--- src/rtl/pgw_pkg.sv ---
// Package: shared types for the page table walker.
// Assumes: two-bit cause encoding that the client decodes as listed.
package pgw_pkg;

    typedef enum logic [1:0] {
        CAUSE_NONE       = 2'd0,
        CAUSE_DIR_ABSENT = 2'd1,
        CAUSE_TBL_ABSENT = 2'd2,
        CAUSE_WR_PROT    = 2'd3
    } pgw_cause_e;

    typedef enum logic [1:0] {
        ST_IDLE      = 2'd0,
        ST_FETCH_DIR = 2'd1,
        ST_FETCH_TBL = 2'd2,
        ST_RESP      = 2'd3
    } pgw_state_e;

endpackage

--- src/rtl/pgw_entry_addr.sv ---
// Module: forms the byte address of one entry from a level base and an index.
// Assumes: base is aligned to 2**OFFS_W bytes and IDX_W + ENTRY_SH == OFFS_W.
module pgw_entry_addr #(
    parameter int ADDR_W   = 32,
    parameter int OFFS_W   = 12,
    parameter int IDX_W    = 10,
    parameter int ENTRY_SH = 2
) (
    input  logic [ADDR_W-OFFS_W-1:0] base_frame,
    input  logic [IDX_W-1:0]         index,
    output logic [ADDR_W-1:0]        entry_addr
);

    // Concatenate the frame, the scaled index and zero byte-select bits.
    always_comb begin
        entry_addr = {base_frame, index, {ENTRY_SH{1'b0}}};
    end

endmodule

--- src/rtl/pgw_entry_check.sv ---
// Module: judges one fetched entry for presence and write permission.
// Assumes: bit 0 is the present flag, bit 1 the writable flag; LEAF selects
// which absence cause is reported (directory or table level).
module pgw_entry_check
    import pgw_pkg::*;
#(
    parameter bit LEAF = 1'b0
) (
    input  logic       present,
    input  logic       writable,
    input  logic       is_write,
    output logic       fault,
    output pgw_cause_e cause
);

    localparam pgw_cause_e ABSENT_CAUSE = LEAF ? CAUSE_TBL_ABSENT : CAUSE_DIR_ABSENT;

    // Presence takes priority over permission; reads never check bit 1.
    always_comb begin
        fault = 1'b0;
        cause = CAUSE_NONE;
        if (!present) begin
            fault = 1'b1;
            cause = ABSENT_CAUSE;
        end else if (is_write && !writable) begin
            fault = 1'b1;
            cause = CAUSE_WR_PROT;
        end
    end

endmodule

--- src/rtl/pgw_walker.sv ---
// Module: two-level page table walker, top level.
// Assumes: a memory port with one read outstanding; the responder answers
// with mem_rvalid while mem_req is high. The address split is
// ADDR_W = 2*IDX_W + OFFS_W and each entry is ENTRY_BYTES wide.
module pgw_walker
    import pgw_pkg::*;
#(
    parameter int ADDR_W      = 32,
    parameter int OFFS_W      = 12,
    parameter int IDX_W       = 10,
    parameter int ENTRY_BYTES = 4
) (
    input  logic              clk,
    input  logic              rst_n,
    input  logic              req_valid,
    output logic              req_ready,
    input  logic [ADDR_W-1:0] req_la,
    input  logic              req_write,
    input  logic [ADDR_W-1:0] dir_base,
    input  logic              paging_en,
    output logic              mem_req,
    output logic [ADDR_W-1:0] mem_addr,
    input  logic              mem_rvalid,
    input  logic [ADDR_W-1:0] mem_rdata,
    output logic              rsp_valid,
    output logic              rsp_fault,
    output logic [1:0]        rsp_cause,
    output logic [ADDR_W-1:0] rsp_pa
);

    localparam int ENTRY_SH = $clog2(ENTRY_BYTES);
    localparam int FRAME_W  = ADDR_W - OFFS_W;
    localparam int DIR_LSB  = OFFS_W + IDX_W;

    pgw_state_e          state_q;
    logic [ADDR_W-1:0]   la_q;
    logic                wr_q;
    logic [FRAME_W-1:0]  base_frame_q;
    logic [FRAME_W-1:0]  tbl_frame_q;
    logic [ADDR_W-1:0]   dir_addr;
    logic [ADDR_W-1:0]   tbl_addr;
    logic                dir_fault;
    pgw_cause_e          dir_cause;
    logic                tbl_fault;
    pgw_cause_e          tbl_cause;
    logic                fault_q;
    pgw_cause_e          cause_q;
    logic [ADDR_W-1:0]   pa_q;

    pgw_entry_addr #(
        .ADDR_W(ADDR_W), .OFFS_W(OFFS_W), .IDX_W(IDX_W), .ENTRY_SH(ENTRY_SH)
    ) u_dir_addr (
        .base_frame (base_frame_q),
        .index      (la_q[ADDR_W-1:DIR_LSB]),
        .entry_addr (dir_addr)
    );

    pgw_entry_addr #(
        .ADDR_W(ADDR_W), .OFFS_W(OFFS_W), .IDX_W(IDX_W), .ENTRY_SH(ENTRY_SH)
    ) u_tbl_addr (
        .base_frame (tbl_frame_q),
        .index      (la_q[DIR_LSB-1:OFFS_W]),
        .entry_addr (tbl_addr)
    );

    pgw_entry_check #(.LEAF(1'b0)) u_dir_chk (
        .present  (mem_rdata[0]),
        .writable (mem_rdata[1]),
        .is_write (wr_q),
        .fault    (dir_fault),
        .cause    (dir_cause)
    );

    // The directory write bit was already checked, so only the leaf bit matters here.
    pgw_entry_check #(.LEAF(1'b1)) u_tbl_chk (
        .present  (mem_rdata[0]),
        .writable (mem_rdata[1]),
        .is_write (wr_q),
        .fault    (tbl_fault),
        .cause    (tbl_cause)
    );

    // Walk sequencing: accept, fetch directory entry, fetch table entry, respond.
    always_ff @(posedge clk) begin
        if (!rst_n) begin
            state_q      <= ST_IDLE;
            la_q         <= '0;
            wr_q         <= 1'b0;
            base_frame_q <= '0;
            tbl_frame_q  <= '0;
            fault_q      <= 1'b0;
            cause_q      <= CAUSE_NONE;
            pa_q         <= '0;
        end else begin
            case (state_q)
                ST_IDLE: begin
                    if (req_valid) begin
                        la_q         <= req_la;
                        wr_q         <= req_write;
                        base_frame_q <= dir_base[ADDR_W-1:OFFS_W];
                        if (paging_en) begin
                            state_q <= ST_FETCH_DIR;
                        end else begin
                            pa_q    <= req_la;
                            fault_q <= 1'b0;
                            cause_q <= CAUSE_NONE;
                            state_q <= ST_RESP;
                        end
                    end
                end
                ST_FETCH_DIR: begin
                    if (mem_rvalid) begin
                        if (dir_fault) begin
                            pa_q    <= la_q;
                            fault_q <= 1'b1;
                            cause_q <= dir_cause;
                            state_q <= ST_RESP;
                        end else begin
                            tbl_frame_q <= mem_rdata[ADDR_W-1:OFFS_W];
                            state_q     <= ST_FETCH_TBL;
                        end
                    end
                end
                ST_FETCH_TBL: begin
                    if (mem_rvalid) begin
                        fault_q <= tbl_fault;
                        cause_q <= tbl_cause;
                        pa_q    <= tbl_fault ? la_q
                                             : {mem_rdata[ADDR_W-1:OFFS_W], la_q[OFFS_W-1:0]};
                        state_q <= ST_RESP;
                    end
                end
                default: begin
                    state_q <= ST_IDLE;
                end
            endcase
        end
    end

    // Port drive: the read address follows the level being fetched.
    always_comb begin
        req_ready = (state_q == ST_IDLE);
        mem_req   = (state_q == ST_FETCH_DIR) || (state_q == ST_FETCH_TBL);
        mem_addr  = (state_q == ST_FETCH_TBL) ? tbl_addr : dir_addr;
        rsp_valid = (state_q == ST_RESP);
        rsp_fault = fault_q;
        rsp_cause = cause_q;
        rsp_pa    = pa_q;
    end

endmodule

--- config.mk ---
export PLATFORM = sky130hd
export DESIGN_NAME = pgw_walker
export DESIGN_NICKNAME = d
export VERILOG_FILES = /design/src/rtl/pgw_pkg.sv /design/src/rtl/pgw_entry_addr.sv /design/src/rtl/pgw_entry_check.sv /design/src/rtl/pgw_walker.sv
export SDC_FILE = /design/constraint.sdc
export NUM_CORES = 1
export LEC_CHECK = 0
export BUFFER_PORTS_ARGS = -buffer_cell sky130_fd_sc_hd__buf_4
export CORE_AREA = 3 3 110 112
export DETAILED_ROUTE_END_ITERATION = 6
export DIE_AREA = 0 0 113 115
export PLACE_DENSITY = 0.83
export SLEW_MARGIN = 20
export SYNTH_ARGS = -nofsm -noshare
export SYNTH_HDL_FRONTEND = slang
export SYNTH_SLANG_ARGS = --single-unit
--- constraint.sdc ---
create_clock -name clk -period 1.8 [get_ports clk]
set_clock_uncertainty 0.1 [all_clocks]
set_input_delay 0.36 -clock clk [delete_from_list [all_inputs] [get_ports clk]]
set_output_delay 0.36 -clock clk [all_outputs]
set_load 0.01 [all_outputs]
* Word-level counts from Yosys, hierarchy flattened
Index checks and enable logic that the tools add are counted.
** Word-level totals
- Register bits after elaboration :: 110
- Output and inout port bits :: 70
** Operators by class
- Multiplexer cells :: 31
- Equality and inequality tests :: 8
- Reduce and logical (&&, ||, !) cells :: 9
- Bitwise logic cells :: 1
** Operators by type and width (number)
- 32-bit two-way mux :: 7
- 32-bit one-hot mux with 3 select lines :: 1
- 2-bit two-way mux :: 12
- 2-bit one-hot mux with 3 select lines :: 2
- 2-bit inequality test (second input constant) :: 5
- 1-bit two-way mux :: 8
- 3-bit AND reduction :: 2
- 6-bit AND reduction :: 1
- 2-bit equality test (second input constant) :: 2
- 1-bit one-hot mux with 3 select lines :: 1
- 3-bit nonzero test :: 1
- 2-bit by 1-bit equality test with 1-bit output (second input constant) :: 1
- 2-bit logical NOT :: 1
- 2-bit AND reduction :: 1
- 1-bit logical AND :: 1
- 1-bit logical NOT :: 1
- 1-bit logical OR :: 1
- 1-bit NOT :: 1

* Logic depth before layout (Yosys ltp)
Gate-level depths: netlist of run 1.
- Depth after elaboration :: 7
- Mapped depth :: 9

* Cells and area by module
From an unflattened synthesis of run 1, not the netlist that was laid out.
** Unflattened totals
- Cell total of the unflattened synthesis :: 675
- Area, all modules :: 5606.6 µm²
** Modules (own cells, without submodules)
- pgw_walker :: instances 1, area an instance 5061.1 µm², cells an instance 601
- pgw_entry_addr :: instances 2, area an instance 244.0 µm², cells an instance 33
- pgw_entry_check :: instances 2, area an instance 28.8 µm², cells an instance 4

* Worst setup path after synthesis of run 1
Ideal clock, no wire load.
- Kind :: reg2reg
- Start point :: register state_q[0]
- End point :: register pa_q[21], in the netlist rsp_pa[21]
- Data required time :: 1611 ps
- Path buffers :: 2
- Path slack :: -7 ps
- Arrival :: 1619 ps
- Clock period less this slack :: 1807 ps
- Setup time :: 89 ps
- Cell stages (with the launch flop) :: 9
- Path through :: dfxtp_1 inv_1 ha_1 a21oi_2 o21a_1 buf_6 buf_6 a21oi_2 a311oi_2
** On the way
- Word-level cells in the longest chain between the ends :: 3
** Ends and longest elaborated chain
- start, declared :: RTL line pgw_walker.sv:35 : pgw_state_e state_q;
- start signal, assigned :: RTL line pgw_walker.sv:86 : state_q <= ST_IDLE;
- start signal, assigned :: RTL line pgw_walker.sv:102 : state_q <= ST_FETCH_DIR;
- start signal, assigned :: RTL line pgw_walker.sv:107 : state_q <= ST_RESP;
- 2-bit logical NOT *
- net req_ready :: RTL line pgw_walker.sv:16 : output logic req_ready,
- 2-bit inequality test (no line) / 3-bit nonzero test (equally long branches)
- 6-bit AND reduction (no line)
- end signal, assigned :: RTL line pgw_walker.sv:104 : pa_q <= req_la;
- end signal, assigned :: RTL line pgw_walker.sv:114 : pa_q <= la_q;
- end signal, assigned :: RTL line pgw_walker.sv:128 : pa_q <= tbl_fault ? la_q
- end, declared :: RTL line pgw_walker.sv:48 : logic [ADDR_W-1:0] pa_q;
The timed path passes the listed nets; every way through them passes the cells marked *.
A chain may end at the register's enable or synchronous reset.

* Worst setup path after layout of run 1
- Start point :: register state_q[0]
- End point :: output port mem_addr[10]
** On the way
- Word-level cells in the longest chain between the ends :: 2
** Ends and longest elaborated chain
- 2-bit equality test :: RTL line pgw_walker.sv:144 : mem_addr = (state_q == ST_FETCH_TBL) ? tbl_addr : dir_addr;
- 32-bit two-way mux :: RTL line pgw_walker.sv:144
- end, declared :: RTL line pgw_walker.sv:22 : output logic [ADDR_W-1:0] mem_addr,
No other way between the ends.

==> impl_metrics.tcl, run 1 <==
set metrics [dict create \
    cts_tree "done" \
    worst_hold_slack_ns 0.164 \
    vdd_drop_max_mv 1.21 \
    maxCapViolCount 0 \
    num_vias 5406 \
    dr.pass1.iters 7 \
    muxShareOfSynthArea 0.0694 \
    portBuffers 147 \
    synth_top_family_by_area "compound AO/OA/AOI/OAI gates" \
    ys_seq_area_frac 0.438 \
    violations "DRC, setup timing" \
    drt-initial-drc-count 492 \
    ctsHtreeMaxLevel 3 \
    power_density_nw_per_um2 1670 \
    worstPathArrival_ns 1.65 \
    p_clk_frac 0.145 \
    worstPathMaxFanout 8 \
    crit_top_cell "buf_12" \
    top_usage_layer "met2" \
    netlist_top_cells_count "nand2_1, dfxtp_1, a21oi_1" \
    num_io_pins 172 \
    area_delta_synth_final_pct 60.0 \
    yosysMostFrequentCell "nand2_1" \
    path_class "register to primary output" \
    p_sw_w 0.00537 \
    status "complete, but fails checks" \
    ys_seq_elements 110 \
    root_buffer "clkbuf_16" \
    yosys_warnings 0 \
    layout.cells.non_filler 896 \
    met3_usage 0.0447 \
    path_cells "inv_2 > ha_4 > buf_12 > buf_12 > mux2_4 > buf_6" \
    grt_util_met2 0.475 \
    hpwlAfterDp_um 10700 \
    core.rowCount 39 \
    track_usage 0.283 \
    syn-instance-count 580 \
    setup_viol 68 \
    die_area_um2 13000 \
    period_needed_ns 2.11 \
    dp_cells 847 \
    worstSetupEndpointType "primary output" \
    gp_congestion 0.888 \
    synth_top_area_frac 0.438 \
    synthXorXnorAreaFrac 0 \
    hold_viol_final 0 \
    nNetsFinal 855 \
    synth_top_cell_by_area "dfxtp_1" \
    antenna_found_initial 0 \
    cts.path.max_buffers 2 \
    synth_edf_count 0 \
    die_h_um 115 \
    antenna_cells 0 \
    grt_pass1_wl_um 28700 \
    netSwitchingFraction 0.401 \
    avgViaCountPerCell 6.03 \
    finalWorstSetupSlack_ns -0.314 \
    n_fill_cell 762 \
    fmax_ghz 0.473 \
    grt_max_degree 69 \
    slowest_stage "dfxtp_2" \
    rsz0062_at_grt "yes" \
    wl_um 20500 \
    synthesis.area_um2 5030 \
    p_seq_frac 0.253 \
    grt_use_met1 0.340 \
    synthFlopType "dfxtp_1" \
    clk_latency_ns 0.34 \
    synth_compound_area_frac 0.269 \
    max_stage_delay_ns 0.33 \
    drive_gt1_frac 0.489 \
    initial_core_util 0.444 \
    combPwrFrac 0.602 \
    grt_pass1_vias 5403 \
    synth_cell_types 35 \
    wl_per_cell_um 22.9 \
    required_ns 1.34 \
    grt_overflow_total 0 \
    synthTopCellsByArea "dfxtp_1, nand2_1, a21oi_1" \
    cts_buffers 9 \
    synth_area_per_cell_um2 8.67 \
    async_flop_share 0 \
    numClockSinks 110 \
    drv_slew 0 \
    fin_crit_sh 1.17 \
    drc_errors 3 \
    final_antenna_net_count 0 \
    synthSimpleGateAreaFrac 0.144 \
    regArea_um2 2210 \
    multi_input_area_um2 3050 \
    p_leak_nw 3.26 \
    core-area_um2 11300 \
    p_int_w 0.00803 \
    utilization 0.711 \
    hold_path.class "primary input to register" \
    synth_fa_ha_area_frac 0.0124 \
    critPathLaunchType "register" \
    die_x_um 113 \
    clkTransAtPathRegs_ns 0.08 \
]
timing repair:
item	CTS	global route
hold buffers	0	0
gates resized for setup	110	82
setup buffers	14	3
pin swaps	41	31
endpoints found under the setup margin	68	70
gates cloned	16	2
placed cells by master, fill, tap and decap left out, types with 2 or more instances in the layout:
cell type    n
a21oi_2     16
o21ai_2      2
buf_16      14
buf_4      129
o21a_4       2
mux2_4      30
a32oi_2     15
clkinv_4     2
a32oi_1      4
buf_12      17
inv_2        2
a22oi_1     11
a211oi_2    12
nand2_4     10
nand4_1      3
nand2b_1     2
clkbuf_16   11
clkinv_2     3
inv_1        2
nand2_1    150
conb_1       2
a311oi_2    20
a21oi_1     97
ha_4         3
o21ai_1      2
nor2_4       2
buf_6       46
nand2_2     11
dfxtp_1    108
buf_8        2
critical path: cells and delay by family (launching register included):
kind / cells / cell delay [ns]
adder cells (fa/ha/maj): 1 / 0.17
buffers and inverters: 4 / 0.48
flip-flops: 1 / 0.33
multiplexers: 1 / 0.33
flip-flops by register name (all words and copies together) (netlist names):
| signal | count |
|---|---|
| la_q | 32 |
| state_q | 2 |
| base_frame_q | 20 |
| tbl_frame_q | 20 |
| rsp_cause | 2 |
| rsp_pa | 32 |
| rsp_fault | 1 |
| wr_q | 1 |
through the flow:
step	TNS [ns]	cell area (um2)	power, W	setup slack [ns]
5_1_grt	-14.87	8040	0.0138	-0.346
3_3_place_gp	-1.12	6420	0.00836	-0.0361
3_5_place_dp	-4.23	6420	0.00852	-0.117
2_1_floorplan	0	5030	0.00653	0.0354
6_report	-12.42	8040	0.0134	-0.314
4_1_cts	-10.98	7700	0.0125	-0.315
power by group through the flow:
| stage | sequential (W) | clock [W] | combinational [W] |
|---|---|---|---|
| final | 0.00339 | 0.00195 | 0.00806 |
| after global routing | 0.00344 | 0.00205 | 0.00835 |
| after CTS | 0.00333 | 0.00195 | 0.00724 |
| after detailed placement | 0.00337 | 0 | 0.00515 |
| after global placement | 0.00334 | 0 | 0.00502 |
| after floorplan | 0.00342 | 0 | 0.00310 |
layer usage:
metal | routed length, um | share of wire | vias up
li1 | - | - | 2380
met1 | 7670 | 0.37 | 2555
met2 | 9930 | 0.48 | 375
met3 | 1690 | 0.082 | 96
met4 | 1230 | 0.060 | 0
met5 | 0 | 0 | -
cell type report:
cell class / count / share of cell area
Clock inverter: 6 / 0.00576
Clock buffer: 10 / 0.0297
Multi-Input combinational cell: 411 / 0.379
Timing Repair Buffer: 210 / 0.285
Tap cell: 143 / 0.0222
Sequential cell: 110 / 0.274
Inverter: 6 / 0.00358
path summary, 6_finish.rpt:
check | from | endpoint | slack [ns] | cells past startpoint
worst min-delay path | dir_base[24] | base_frame_q[12] | 0.16 | 3
worst max-delay path | state_q[0] | mem_addr[10] | -0.31 | 6
worst max register to register | state_q[0] | rsp_pa[16] | -0.21 | 10
worst min register to register | la_q[9] | la_q[9] | 0.36 | 2
kinds of logic (layout without fill, tap and decap cells):
family / count (synthesis) / after routing
compound gates: 189 / 189
simple gates: 184 / 184
flops: 110 / 110
buf+inv: 60 / 232
mux: 31 / 31
fa+ha+maj: 5 / 5
other cells: 1 / 2
(Power assumes the default switching activity.)
==> inputs of run 2 (changes only) <==
--- a/config.mk
+++ b/config.mk
@@ -7,9 +7,11 @@
 export LEC_CHECK = 0
 export BUFFER_PORTS_ARGS = -buffer_cell sky130_fd_sc_hd__buf_4
 export CORE_AREA = 3 3 110 112
+export CTS_CLUSTER_DIAMETER = 40
 export DETAILED_ROUTE_END_ITERATION = 6
 export DIE_AREA = 0 0 113 115
 export PLACE_DENSITY = 0.83
+export REMOVE_ABC_BUFFERS = 1
 export SLEW_MARGIN = 20
 export SYNTH_ARGS = -nofsm -noshare
 export SYNTH_HDL_FRONTEND = slang
==> impl_metrics.tcl, run 2 (synthesized netlist as in run 1, its figures left out) <==
set metrics [dict create \
    status "complete, but fails checks" \
    violations "setup timing" \
    die_h_um 115 \
    path_class "register to primary output" \
    r2r-start "state_q[0]" \
    grt_overflow_total 0 \
    drive_gt1_frac 0.547 \
    antenna_cells 0 \
    n_fill_cell 745 \
    final_antenna_net_count 0 \
    die_x_um 113 \
    grt_pass1_wl_um 24200 \
    r2r_cells 9 \
    r2r_slack_ns -0.23 \
    area_delta_synth_final_pct 64.3 \
    clkTransAtPathRegs_ns 0.07 \
    r2r_end "rsp_pa[13]" \
    setup_viol 115 \
    gp_congestion 0.842 \
    num_vias 5416 \
    grt_pass1_vias 4795 \
    maxCapViolCount 0 \
    dr.pass1.iters 6 \
    worstSetupEndpointType "primary output" \
    power_density_nw_per_um2 1640 \
    worstHoldEndpoint "base_frame_q[16]" \
    rsz0062_at_grt "yes" \
    die_area_um2 13000 \
    clk_latency_ns 0.35 \
    critPathLaunchType "register" \
    drt-initial-drc-count 473 \
    utilization 0.730 \
    core-area_um2 11300 \
    final_common_cell "nand2_1" \
    avgViaCountPerCell 6.02 \
    fin_setup_tns_ns -15.17 \
    numClockSinks 110 \
    antenna_found_initial 0 \
    num_io_pins 172 \
    drc_errors 0 \
    worstPathMaxFanout 6 \
    postPlaceCellArea_um2 6500 \
    required_ns 1.34 \
    cts_tree "done" \
    hold_path.class "primary input to register" \
    finalWorstSetupSlack_ns -0.343 \
    hold_viol_final 0 \
    period_needed_ns 2.14 \
    wl_per_cell_um 22.8 \
    hold_buffers 0 \
    grt_max_degree 46 \
    p_leak_nw 3.23 \
    portBuffers 147 \
    track_usage 0.234 \
    worstPathArrival_ns 1.68 \
    cts_buffers 9 \
    final_cell_mix "nand2_1, buf_4, dfxtp_1" \
    cts.path.max_buffers 2 \
    core.rowCount 39 \
    vdd_drop_max_mv 0.877 \
    hpwlAfterDp_um 10600 \
    fin_crit_sh 1.19 \
    min_from "dir_base[28]" \
    design_area_um2 8260 \
    ctsHtreeMaxLevel 3 \
    drv_slew 0 \
    initial_core_util 0.444 \
    fmax_ghz 0.467 \
    nNetsFinal 861 \
    holdPathStages 3 \
    root_buffer "clkbuf_16" \
    wl_um 20500 \
]
## run 2: worst max-delay path, cell delays in order (launching register included)
cell and delay, ns:
dfxtp_2 0.35, inv_2 0.05, ha_4 0.18, buf_12 0.14
buf_12 0.14, mux2_4 0.33, buf_6 0.13
## run 2: worst max path at each step
stage / depth (start not counted) / end / slack [ns] / startpoint
2_1_floorplan: 6 / rsp_pa[12] / -1.10 / state_q[0]
3_3_place_gp: 5 / mem_addr[2] / -0.006 / state_q[0]
3_5_place_dp: 7 / rsp_pa[18] / -0.05 / state_q[0]
4_1_cts: 6 / mem_addr[3] / -0.31 / state_q[0]
5_1_grt: 6 / mem_addr[5] / -0.37 / state_q[0]
6_report: 6 / mem_addr[10] / -0.34 / state_q[0]
## run 2: cell type report
cell class / count / area, um2 / share of cell area
Timing Repair Buffer: 215 / 2340 / 0.284
Inverter: 6 / 25.0 / 0.00303
Tap cell: 143 / 179 / 0.0217
Multi-Input combinational cell: 412 / 3250 / 0.393
Clock buffer: 13 / 250 / 0.0303
Sequential cell: 110 / 2210 / 0.267
Clock inverter: 1 / 7.51 / 0.000909
## run 2: stage by stage
stage / cells / power, W / hold WS (ns) / worst slack [ns]
global placement: 852 / 0.00862 / 0.339 / -0.00622
CTS: 872 / 0.0109 / 0.151 / -0.311
global route: 900 / 0.0140 / 0.149 / -0.368
finish: 900 / 0.0135 / 0.151 / -0.343
floorplan: 527 / 0.00609 / 0.333 / -1.10
detailed placement: 852 / 0.00880 / 0.345 / -0.0533
## run 2: what timing repair did
item                                    CTS  global route
hold endpoints to repair                  0             0
cloned                                    1            22
setup buffers                             5             7
gates resized for setup                  16           210
endpoints found under the setup margin   61            96
pin swaps                                 2            98
## run 2: layer usage
metal | GRT usage | vias to the layer above | share of wire
met5 | 0 | - | 0
met3 | 0.0600 | 67 | 0.092
met4 | 0.0889 | 0 | 0.035
li1 | - | 2387 | -
met1 | 0.283 | 2638 | 0.38
met2 | 0.404 | 324 | 0.49
## run 2: where the power goes
part / total [W] / internal, W / switching, W / leakage (nW)
combinational: 0.00832 / 0.00413 / 0.00419 / 2.20
sequential: 0.00339 / 0.00298 / 0.000410 / 0.903
clock: 0.00183 / 0.000964 / 0.000865 / 0.122
==> inputs of run 3 (changes only) <==
--- a/config.mk
+++ b/config.mk
@@ -6,11 +6,11 @@
 export NUM_CORES = 1
 export LEC_CHECK = 0
 export BUFFER_PORTS_ARGS = -buffer_cell sky130_fd_sc_hd__buf_4
-export CORE_AREA = 3 3 110 112
+export CORE_AREA = 2 2 100 102
 export CTS_CLUSTER_DIAMETER = 40
 export DETAILED_ROUTE_END_ITERATION = 6
-export DIE_AREA = 0 0 113 115
-export PLACE_DENSITY = 0.83
+export DIE_AREA = 0 0 102 104
+export PLACE_DENSITY = 0.92
 export REMOVE_ABC_BUFFERS = 1
 export SLEW_MARGIN = 20
 export SYNTH_ARGS = -nofsm -noshare
==> constraint.sdc (replaced) <==
create_clock -name clk -period 2.6 [get_ports clk]
set_clock_uncertainty 0.1 [all_clocks]
set_input_delay 0.52 -clock clk [delete_from_list [all_inputs] [get_ports clk]]
set_output_delay 0.52 -clock clk [all_outputs]
set_load 0.01 [all_outputs]
==> impl_metrics.tcl, run 3 (synthesized netlist as in run 1, its figures left out) <==
set metrics [dict create \
    status "complete, no violations" \
    cts.path.max_buffers 2 \
    drc_errors 0 \
    cts_tree "done" \
    rsz0062_at_grt "no" \
    antenna_cells 0 \
    numClockSinks 110 \
    clkTransAtPathRegs_ns 0.10 \
    max-slew-margin-rel 0.374 \
    die_h_um 104 \
    final_common_cell "nand2_1" \
    period_needed_ns 2.50 \
    fin_setup_tns_ns 0 \
    critPathLaunchType "register" \
    hold_viol_final 0 \
    ctsHtreeMaxLevel 3 \
    required_ns 1.98 \
    p_int_w 0.00403 \
    n_fill_cell 759 \
    worstPathMaxFanout 16 \
    drive_gt1_frac 0.359 \
    postPlaceCellArea_um2 6210 \
    p_sw_w 0.00270 \
    power_density_nw_per_um2 1050 \
    p_clk_frac 0.161 \
    num_vias 4831 \
    wl_per_cell_um 17.0 \
    path_class "register to primary output" \
    core-area_um2 9550 \
    antenna_found_initial 0 \
    dr.pass1.iters 5 \
    die_x_um 102 \
    maxCapViolCount 0 \
    hold_buffers 0 \
    fin_crit_sh 0.960 \
    worstPathArrival_ns 1.88 \
    track_usage 0.262 \
    area_delta_synth_final_pct 27.8 \
    clk_latency_ns 0.37 \
    fin_total_pwr_w 0.00673 \
    final_cell_mix "nand2_1, buf_4, dfxtp_1" \
    fmax_ghz 0.401 \
    wl_um 14300 \
    regArea_um2 2200 \
    drv_slew 0 \
    num_io_pins 172 \
    nNetsFinal 807 \
    die_area_um2 10600 \
    cts_buffers 9 \
    hpwlAfterDp_um 9630 \
    grt_overflow_total 0 \
    portBuffers 147 \
    vdd_drop_max_mv 0.442 \
    final_antenna_net_count 0 \
    avgViaCountPerCell 5.77 \
    initial_core_util 0.526 \
    gp_congestion 0.827 \
    utilization 0.673 \
    core.rowCount 36 \
    setup_viol 0 \
    p_seq_frac 0.339 \
    grt_pass1_wl_um 22200 \
    netSwitchingFraction 0.401 \
    combPwrFrac 0.499 \
    drt-initial-drc-count 284 \
    grt_max_degree 52 \
    worst_slew_pin_slew_ns 0.939 \
    design_area_um2 6420 \
    hold_path.class "primary input to register" \
    root_buffer "clkbuf_8" \
    worstSetupEndpointType "primary output" \
    multi_input_area_um2 2510 \
    grt_pass1_vias 4634 \
    p_leak_nw 2.54 \
]
## run 3: cell count changes in the layout (fill, tap and decap cells not counted), moves of 29 or more
cell     before  now
mux2_4       29    0
nand2_1     141  170
a21oi_2      54   12
a21oi_1      59  102
buf_6        45    2
mux2_2        2   31
## run 3: cell type report
cell class | count | share of cell area
Sequential cell | 110 | 0.343
Timing Repair Buffer | 162 | 0.204
Clock inverter | 2 | 0.00604
Clock buffer | 13 | 0.0263
Multi-Input combinational cell | 411 | 0.391
Tap cell | 133 | 0.0259
Inverter | 6 | 0.00390
## run 3: per-layer routing
metal | wire length [um] | vias to the layer above | GRT usage
li1 | - | 2278 | -
met1 | 5810 | 2317 | 0.324
met2 | 6950 | 205 | 0.438
met3 | 1130 | 31 | 0.0591
met4 | 368 | 0 | 0.105
met5 | 0 | - | 0
## run 3: final timing paths
path                   start                to  slack, ns  cells after the start
max               state_q[0]       mem_addr[5]       0.10                      5
min             dir_base[26]  base_frame_q[14]       0.28                      3
max reg2reg       state_q[0]        rsp_pa[21]       0.16                      5
min reg2reg  base_frame_q[1]   base_frame_q[1]       0.36                      2
## run 3: stage by stage
stage          hold WS, ns  setup slack (ns)  instances
3_3_place_gp         0.339             0.361        822
6_report             0.285             0.104        837
3_5_place_dp         0.345             0.231        822
5_1_grt              0.278           0.00796        837
2_1_floorplan        0.333            -0.300        527
4_1_cts              0.277            0.0355        837
## run 3: what timing repair did
action                                  4_1_cts  5_1_grt
setup buffers                                 0        0
endpoints found under the setup margin        0       29
resized for setup                             0        2
hold endpoints to repair                      0        0
## run 3: power by group through the flow
stage | sequential [W] | clock, W | combinational (W)
detailed placement | 0.00232 | 0 | 0.00333
floorplan | 0.00237 | 0 | 0.00184
global placement | 0.00229 | 0 | 0.00323
global route | 0.00232 | 0.00116 | 0.00361
finish | 0.00228 | 0.00109 | 0.00336
CTS | 0.00228 | 0.00110 | 0.00333
## run 3: worst max-delay path, cell delays in order, from the launching register on
cell     delay [ns]
dfxtp_1        0.37
inv_1          0.10
ha_2           0.28
buf_6          0.24
mux2_2         0.37
buf_4          0.14
